==> config.mk <==
export PLATFORM = sky130hd
export DESIGN_NAME = host_word_port
export DESIGN_NICKNAME = d
export VERILOG_FILES = /design/src/rtl/hwp_pkg.sv /design/src/rtl/hwp_sync.sv /design/src/rtl/hwp_strobe_dec.sv /design/src/rtl/hwp_lane.sv /design/src/rtl/hwp_flags.sv /design/src/rtl/host_word_port.sv
export SDC_FILE = /design/constraint.sdc
export NUM_CORES = 1
export LEC_CHECK = 0
export ABC_CLOCK_PERIOD_IN_PS = 2200
export BUFFER_PORTS_ARGS = -buffer_cell sky130_fd_sc_hd__buf_2
export CELL_PAD_IN_SITES_DETAIL_PLACEMENT = 1
export CELL_PAD_IN_SITES_GLOBAL_PLACEMENT = 1
export CORE_ASPECT_RATIO = 1.5
export CORE_MARGIN = 4
export CORE_UTILIZATION = 41
export DETAILED_ROUTE_END_ITERATION = 16
export PLACE_DENSITY = 0.85
export REMOVE_ABC_BUFFERS = 1
export SYNTH_ARGS = -nofsm -noshare
export SYNTH_HDL_FRONTEND = slang
export SYNTH_SLANG_ARGS = --single-unit
==> constraint.sdc <==
create_clock -name clk -period 2.2 [get_ports clk]
set_input_delay 0.66 -clock clk [delete_from_list [all_inputs] [get_ports clk]]
set_output_delay 0.66 -clock clk [all_outputs]
set_load 0.01 [all_outputs]
==> src/rtl/hwp_pkg.sv <==
package hwp_pkg;

   localparam int CTRL_W = 8;

   // Field order follows control bit positions 7 down to 0.
   typedef struct packed {
      logic bus_full;      // bit 7: full-width external bus
      logic stat_obe_inv;  // bit 6: invert output-empty status bit
      logic flag_merge;    // bit 5: OR of both flags onto ibf pin
      logic pin_inv;       // bit 4: invert flag pins
      logic bsel_lvl;      // bit 3: byte-select level / trigger lane
      logic ds_lvl;        // bit 2: active level of data strobe
      logic ds_style;      // bit 1: data strobe + read/write line
      logic two_lane;      // bit 0: two-lane logical transfers
   } hwp_ctrl_t;

   localparam hwp_ctrl_t CTRL_RESET = '0;

endpackage

==> src/rtl/hwp_sync.sv <==
module hwp_sync #(
   parameter int STAGES = 2,
   parameter int W      = 1
) (
   input  logic         clk,
   input  logic         rst_n,
   input  logic [W-1:0] d,
   output logic [W-1:0] q
);

   generate
      if (STAGES < 2) begin : g_bad_stages
         $error("hwp_sync: STAGES must be at least 2");
      end
   endgenerate

   // Reset value of all ones matches idle host pins (strobes and select inactive).
   generate
      for (genvar i = 0; i < STAGES; i++) begin : g_stg
         logic [W-1:0] r;
         if (i == 0) begin : g_first
            always_ff @(posedge clk or negedge rst_n) begin
               if (!rst_n) r <= '1;
               else        r <= d;
            end
         end else begin : g_next
            always_ff @(posedge clk or negedge rst_n) begin
               if (!rst_n) r <= '1;
               else        r <= g_stg[i-1].r;
            end
         end
      end
   endgenerate

   assign q = g_stg[STAGES-1].r;

endmodule

==> src/rtl/hwp_strobe_dec.sv <==
module hwp_strobe_dec (
   input  logic clk,
   input  logic rst_n,
   input  logic cs_n_s,
   input  logic a_s,
   input  logic b_s,
   input  logic ds_style,
   input  logic ds_lvl,
   output logic wr_act,
   output logic rd_act,
   output logic wr_done,
   output logic rd_done
);

   logic sel;
   logic ds_on;
   logic wr_q;
   logic rd_q;

   always_comb begin
      sel   = ~cs_n_s;
      ds_on = (b_s == ds_lvl);
      if (ds_style) begin
         // a_s is the read/write line, b_s the data strobe
         wr_act = sel & ds_on & ~a_s;
         rd_act = sel & ds_on &  a_s;
      end else begin
         // a_s is the write strobe, b_s the read strobe, both low active
         wr_act = sel & ~a_s;
         rd_act = sel & ~b_s;
      end
   end

   always_ff @(posedge clk or negedge rst_n) begin
      if (!rst_n) begin
         wr_q <= 1'b0;
         rd_q <= 1'b0;
      end else begin
         wr_q <= wr_act;
         rd_q <= rd_act;
      end
   end

   assign wr_done = wr_q & ~wr_act;
   assign rd_done = rd_q & ~rd_act;

endmodule

==> src/rtl/hwp_lane.sv <==
module hwp_lane #(
   parameter int DW = 16
) (
   input  logic          clk,
   input  logic          rst_n,
   input  logic          bus_full,
   input  logic          two_lane,
   input  logic          bsel_lvl,
   input  logic          wr_act,
   input  logic          rd_act,
   input  logic          wr_done,
   input  logic          out_wr,
   input  logic [DW-1:0] out_data,
   input  logic [DW-1:0] hst_din,
   input  logic          hst_bsel,
   output logic [DW-1:0] in_word,
   output logic [DW-1:0] hst_dout,
   output logic          lane_trig
);

   localparam int LW = DW / 2;
   localparam int HW = DW - LW;

   logic [DW-1:0] cap_d;
   logic          cap_b;
   logic          cap_hi;
   logic          raw_hi;
   logic [DW-1:0] out_word;
   logic [LW-1:0] out_lane;

   // Host data and lane select are held while the synchronized strobe is active.
   always_ff @(posedge clk or negedge rst_n) begin
      if (!rst_n) begin
         cap_d <= '0;
         cap_b <= 1'b0;
      end else if (wr_act | rd_act) begin
         cap_d <= hst_din;
         cap_b <= hst_bsel;
      end
   end

   assign cap_hi = cap_b ^ bsel_lvl;
   assign raw_hi = hst_bsel ^ bsel_lvl;

   // Flag-bearing lane: high lane when bsel_lvl is 0, low lane when it is 1.
   assign lane_trig = bus_full | ~two_lane | (cap_hi ^ bsel_lvl);

   always_ff @(posedge clk or negedge rst_n) begin
      if (!rst_n) begin
         in_word <= '0;
      end else if (wr_done) begin
         if (bus_full) begin
            in_word <= cap_d;
         end else if (!two_lane) begin
            in_word <= {{HW{1'b0}}, cap_d[LW-1:0]};
         end else if (cap_hi) begin
            in_word[DW-1:LW] <= cap_d[HW-1:0];
         end else begin
            in_word[LW-1:0] <= cap_d[LW-1:0];
         end
      end
   end

   always_ff @(posedge clk or negedge rst_n) begin
      if (!rst_n)      out_word <= '0;
      else if (out_wr) out_word <= out_data;
   end

   always_comb begin
      out_lane = out_word[LW-1:0];
      if (two_lane && raw_hi) out_lane = out_word[DW-1:DW-LW];
      if (bus_full) hst_dout = out_word;
      else          hst_dout = {{HW{1'b0}}, out_lane};
   end

endmodule

==> src/rtl/hwp_flags.sv <==
module hwp_flags (
   input  logic clk,
   input  logic rst_n,
   input  logic set_ibf,
   input  logic clr_ibf,
   input  logic set_obe,
   input  logic clr_obe,
   input  logic pin_inv,
   input  logic flag_merge,
   input  logic stat_obe_inv,
   output logic ibf_q,
   output logic obe_q,
   output logic ibf_pin,
   output logic obe_pin,
   output logic stat_ibf,
   output logic stat_obe
);

   // A host completion wins over a same-cycle internal clear.
   always_ff @(posedge clk or negedge rst_n) begin
      if (!rst_n) begin
         ibf_q <= 1'b0;
         obe_q <= 1'b1;
      end else begin
         if (set_ibf)      ibf_q <= 1'b1;
         else if (clr_ibf) ibf_q <= 1'b0;
         if (set_obe)      obe_q <= 1'b1;
         else if (clr_obe) obe_q <= 1'b0;
      end
   end

   always_comb begin
      obe_pin  = obe_q ^ pin_inv;
      ibf_pin  = flag_merge ? (ibf_q | obe_q) : (ibf_q ^ pin_inv);
      stat_ibf = ibf_q;
      stat_obe = obe_q ^ stat_obe_inv;
   end

endmodule

==> src/rtl/host_word_port.sv <==
module host_word_port
   import hwp_pkg::*;
#(
   parameter int DW          = 16,
   parameter int SYNC_STAGES = 2
) (
   input  logic              clk,
   input  logic              rst_n,
   input  logic              ctrl_we,
   input  logic [CTRL_W-1:0] ctrl_wdata,
   input  logic              in_rd,
   output logic [DW-1:0]     in_data,
   input  logic              out_wr,
   input  logic [DW-1:0]     out_data,
   input  logic              hst_cs_n,
   input  logic              hst_wrn_rw,
   input  logic              hst_rdn_ds,
   input  logic              hst_bsel,
   input  logic [DW-1:0]     hst_din,
   output logic [DW-1:0]     hst_dout,
   output logic              ibf_pin,
   output logic              obe_pin,
   output logic              stat_ibf,
   output logic              stat_obe
);

   generate
      if (DW < 4 || (DW % 2) != 0) begin : g_bad_dw
         $error("host_word_port: DW must be even and at least 4");
      end
   endgenerate

   hwp_ctrl_t ctrl_q;
   logic      cs_n_s, a_s, b_s;
   logic      wr_act, rd_act, wr_done, rd_done;
   logic      lane_trig;
   logic      ibf_q, obe_q;

   always_ff @(posedge clk or negedge rst_n) begin
      if (!rst_n)       ctrl_q <= CTRL_RESET;
      else if (ctrl_we) ctrl_q <= hwp_ctrl_t'(ctrl_wdata);
   end

   hwp_sync #(.STAGES(SYNC_STAGES), .W(3)) u_sync (
      .clk   (clk),
      .rst_n (rst_n),
      .d     ({hst_cs_n, hst_wrn_rw, hst_rdn_ds}),
      .q     ({cs_n_s, a_s, b_s})
   );

   hwp_strobe_dec u_dec (
      .clk      (clk),
      .rst_n    (rst_n),
      .cs_n_s   (cs_n_s),
      .a_s      (a_s),
      .b_s      (b_s),
      .ds_style (ctrl_q.ds_style),
      .ds_lvl   (ctrl_q.ds_lvl),
      .wr_act   (wr_act),
      .rd_act   (rd_act),
      .wr_done  (wr_done),
      .rd_done  (rd_done)
   );

   hwp_lane #(.DW(DW)) u_lane (
      .clk       (clk),
      .rst_n     (rst_n),
      .bus_full  (ctrl_q.bus_full),
      .two_lane  (ctrl_q.two_lane),
      .bsel_lvl  (ctrl_q.bsel_lvl),
      .wr_act    (wr_act),
      .rd_act    (rd_act),
      .wr_done   (wr_done),
      .out_wr    (out_wr),
      .out_data  (out_data),
      .hst_din   (hst_din),
      .hst_bsel  (hst_bsel),
      .in_word   (in_data),
      .hst_dout  (hst_dout),
      .lane_trig (lane_trig)
   );

   hwp_flags u_flags (
      .clk          (clk),
      .rst_n        (rst_n),
      .set_ibf      (wr_done & lane_trig),
      .clr_ibf      (in_rd),
      .set_obe      (rd_done & lane_trig),
      .clr_obe      (out_wr),
      .pin_inv      (ctrl_q.pin_inv),
      .flag_merge   (ctrl_q.flag_merge),
      .stat_obe_inv (ctrl_q.stat_obe_inv),
      .ibf_q        (ibf_q),
      .obe_q        (obe_q),
      .ibf_pin      (ibf_pin),
      .obe_pin      (obe_pin),
      .stat_ibf     (stat_ibf),
      .stat_obe     (stat_obe)
   );

endmodule

==> impl_results.md <==
* Share of power burned in registers at 0.480
* Core Area at between 6000 and 7000 sq um
* Placed Area at between 3000 and 4000 sq um
* Cell variety after synth at 29
* # diodes at 0
* # nets final at about 330
* Synthesized area per cell at 15.5 sq um
* Crit path launch type: primary input
* Fin area at between 3000 and 4000 sq um
* Synth Register Bits at 67
* CTS tree: built
* Hold Worst Slack at between 0.3 and 0.4 ns
* Final wirelength at ~6700 um
* Chip height at ~110 um
* Required time of the critical path at ~1.5 ns
* Die area at ~8500 sq um
* Cell taking the most area after synthesis: dfrtp_1
* Clock slew at reported path FFs at approximately 0.070 ns
* DP Worst Slack at -0.125 ns
* Switching pwr at 1.01 mW
* GPL Wtd Cong at ~0.72
* Post-Syn Area at approximately 2900 sq um
* GRT overflow at 0
* Layout cells sized above 1 at 0.645
* Final std cells w/o fill at 368
* Slew @ Worst Pin at 0.596 ns
* Hpwl dp at 4870 um
* Drt wl/cell at between 15 and 20 um
* Setup ws final at -0.0736 ns
* Vias per Instance at about 5.1
* Arr. time, crit path at between 1.5 and 2 ns
* Crit Path Category: in2out
* Tot Pwr at about 3.5 mW
* Peak VDD IR at around 0.42 mV
* Synth warn at 0
* H-tree levels at 3
* Drc violations at 0
* Cell Int Power at around 2.5 mW
* Pwr dens at between 900 and 1000 nW/um^2
* Worst-Skew Late Latency at around 0.33 ns
* Status: complete, but fails checks
* Initial antenna violation count at 0
* Clock root buffer: clkbuf_8
* Die Width at approximately 77 um
* Routed via count at between 1.5k and 2k
* MaxCap Viol Count at 0
* Clock period minus final worst setup slack at around 2.3 ns
* Rel. slew slack at 0.603
* Comb pwr share at 0.280
* Max Fclk at between 400 and 500 MHz
* Port bufs at 84
* Worst setup EP type: output port
* FP Rows at 37
* RSZ-0062 raised after global routing: yes
* Hold Crit Class: in2async
* Part of the cycle the worst path needs at 1.03
* Final slew viol count at 0
* Gr usage total at 0.172
* Num CTS Buffers at 9
* Post-synthesis sequential area ratio at 0.581
* CTS Sinks at 67
* Finish-stage setup viols at 8
* Hold Buf Count CTS at 0
* DR iter-0 viols at 38
* Violated checks: setup timing
* First drt pass iteration count at 4
* Critical path fanouts, max at 8
* # IOs at between 80 and 90
* Vias in the first global route at ~2.2k
* Clk network pwr share at 0.241
* Fin. Hold Viols at 0
* Leakage power at 1.79 nW
* Largest net degree at the start of global routing at 27
* Area growth syn-to-layout at 28.7%
* Placed Cells incl. Taps at ~350
* Cells after Synth at about 190
* Max Root-Sink Buffers at 2
* Sw Ratio at 0.289
* Yosys top cell area share at 0.518
* Global-route wire length before repair at around 11000 um
* Layout Skew at approximately 0.008 ns
* Antenna-violating nets left at 0
* Final-layout fill cell count at roughly 720
* Top cells by area, synth: dfrtp_1, mux2_2, mux2_4
* Initial core utilization at 0.423
==> final timing paths <==
path                                           start                   end  slack [ns]  cells past startpoint
max in group asynchronous                      rst_n  u_sync.g_stg[0].r[1]        1.26                      2
worst max-delay path                        hst_bsel           hst_dout[1]       -0.07                      6
worst max register to register             ctrl_q[3]     u_lane.in_word[7]        0.47                      6
worst min-delay path                           rst_n             ctrl_q[2]        0.33                      1
worst min register to register  u_sync.g_stg[0].r[1]           u_sync.q[1]        0.36                      0
min in group clk                u_sync.g_stg[0].r[1]           u_sync.q[1]        0.36                      0
==> power groups by stage <==
stage                     registers (mW)  clock network, mW  logic (mW)
final                               1.68              0.841       0.977
after global routing                1.72              0.936        1.06
after CTS                           1.68              0.881       0.990
after detailed placement            1.70                  0       0.933
after global placement              1.68                  0       0.898
after floorplan                     1.73                  0       0.483
==> kinds of logic (layout without fill, tap and decap cells) <==
group,count (synthesis),count (layout),synth area share
AO/OA/AOI/OAI,22,22,0.0634
XOR/XNOR,5,5,0.0151
buffers and inverters,9,112,0.0185
flip-flops,67,67,0.581
multiplexers,65,65,0.276
AND/OR/NAND/NOR,19,19,0.0462
==> repair_timing <==
item	4_1_cts	5_1_grt
cloned	0	0
pin swaps	2	1
resized for setup	19	0
endpoints found under the setup margin	8	8
buffers inserted	1	3
==> state kept, by name, summed over array words and instances (netlist names) <==
signal,cells
u_sync.g_stg.r,3
u_lane.cap_d,16
u_flags.obe_q,1
u_sync.q,3
u_lane.out_word,16
u_lane.cap_b,1
u_flags.ibf_q,1
ctrl_q,8
u_dec.wr_q,1
u_lane.in_word,16
u_dec.rd_q,1
==> synthesized netlist by cell type <==
cell type and n:
dfrtp_1 60, mux2_2 47, mux2_4 18, a22o_1 8, and2_1 8, dfstp_2 7, xor2_1 4, a21oi_1 3
buf_2 3, clkbuf_1 3, nand2b_1 3, o21ai_0 3, a211oi_1 2, inv_1 2, nor2b_1 2, a21o_2 1
a31o_4 1, a31oi_2 1, buf_12 1, nand2_1 1, nand2_4 1, nand2b_4 1, nand4_1 1, nor2_2 1
nor2_4 1, o21a_1 1, o21ai_4 1, o22ai_1 1, xnor2_1 1
==> through the flow <==
step	TNS [ns]	utilization
5_1_grt	-0.876	0.545
3_5_place_dp	-0.931	0.504
2_1_floorplan	0	-
4_1_cts	-0.844	0.542
3_3_place_gp	-0.798	0.504
6_report	-0.567	0.545
==> layout by cell type, fill, tap and decap left out, drive strengths merged <==
cell type	count
a211oi	2
a21o	1
a21oi	3
a22o	8
a31o	1
a31oi	1
and2	8
buf	94
clkbuf	13
clkinv	3
dfrtp	60
dfstp	7
inv	2
mux2	65
nand2	2
nand2b	4
nand4	1
nor2	2
nor2b	2
o21a	1
o21ai	4
o22ai	1
xnor2	1
xor2	4
==> metal layers <==
metal | global-route usage | routed length [um] | part of all wire | up-vias
li1 | - | - | - | 862
met1 | 0.194 | 2680 | 0.40 | 928
met2 | 0.300 | 3530 | 0.52 | 66
met3 | 0.0553 | 449 | 0.067 | 7
met4 | 0.0653 | 80 | 0.012 | 0
met5 | 0 | 0 | 0 | -
==> worst max-delay path, stage by stage <==
cell and delay, ns:
buf_4 0.13, xnor2_2 0.14, nor2_4 0.11, buf_12 0.15, mux2_4 0.31, buf_6 0.12
==> layout make-up <==
cell class	instances	area, sq um	area share
Sequential cell	67	1690	0.451
Inverter	2	7.51	0.00201
Clock buffer	13	139	0.0372
Clock inverter	3	15.0	0.00402
Tap cell	78	97.6	0.0261
Timing Repair Buffer	94	586	0.157
Multi-Input combinational cell	111	1200	0.322
(Power assumes the default switching activity.)
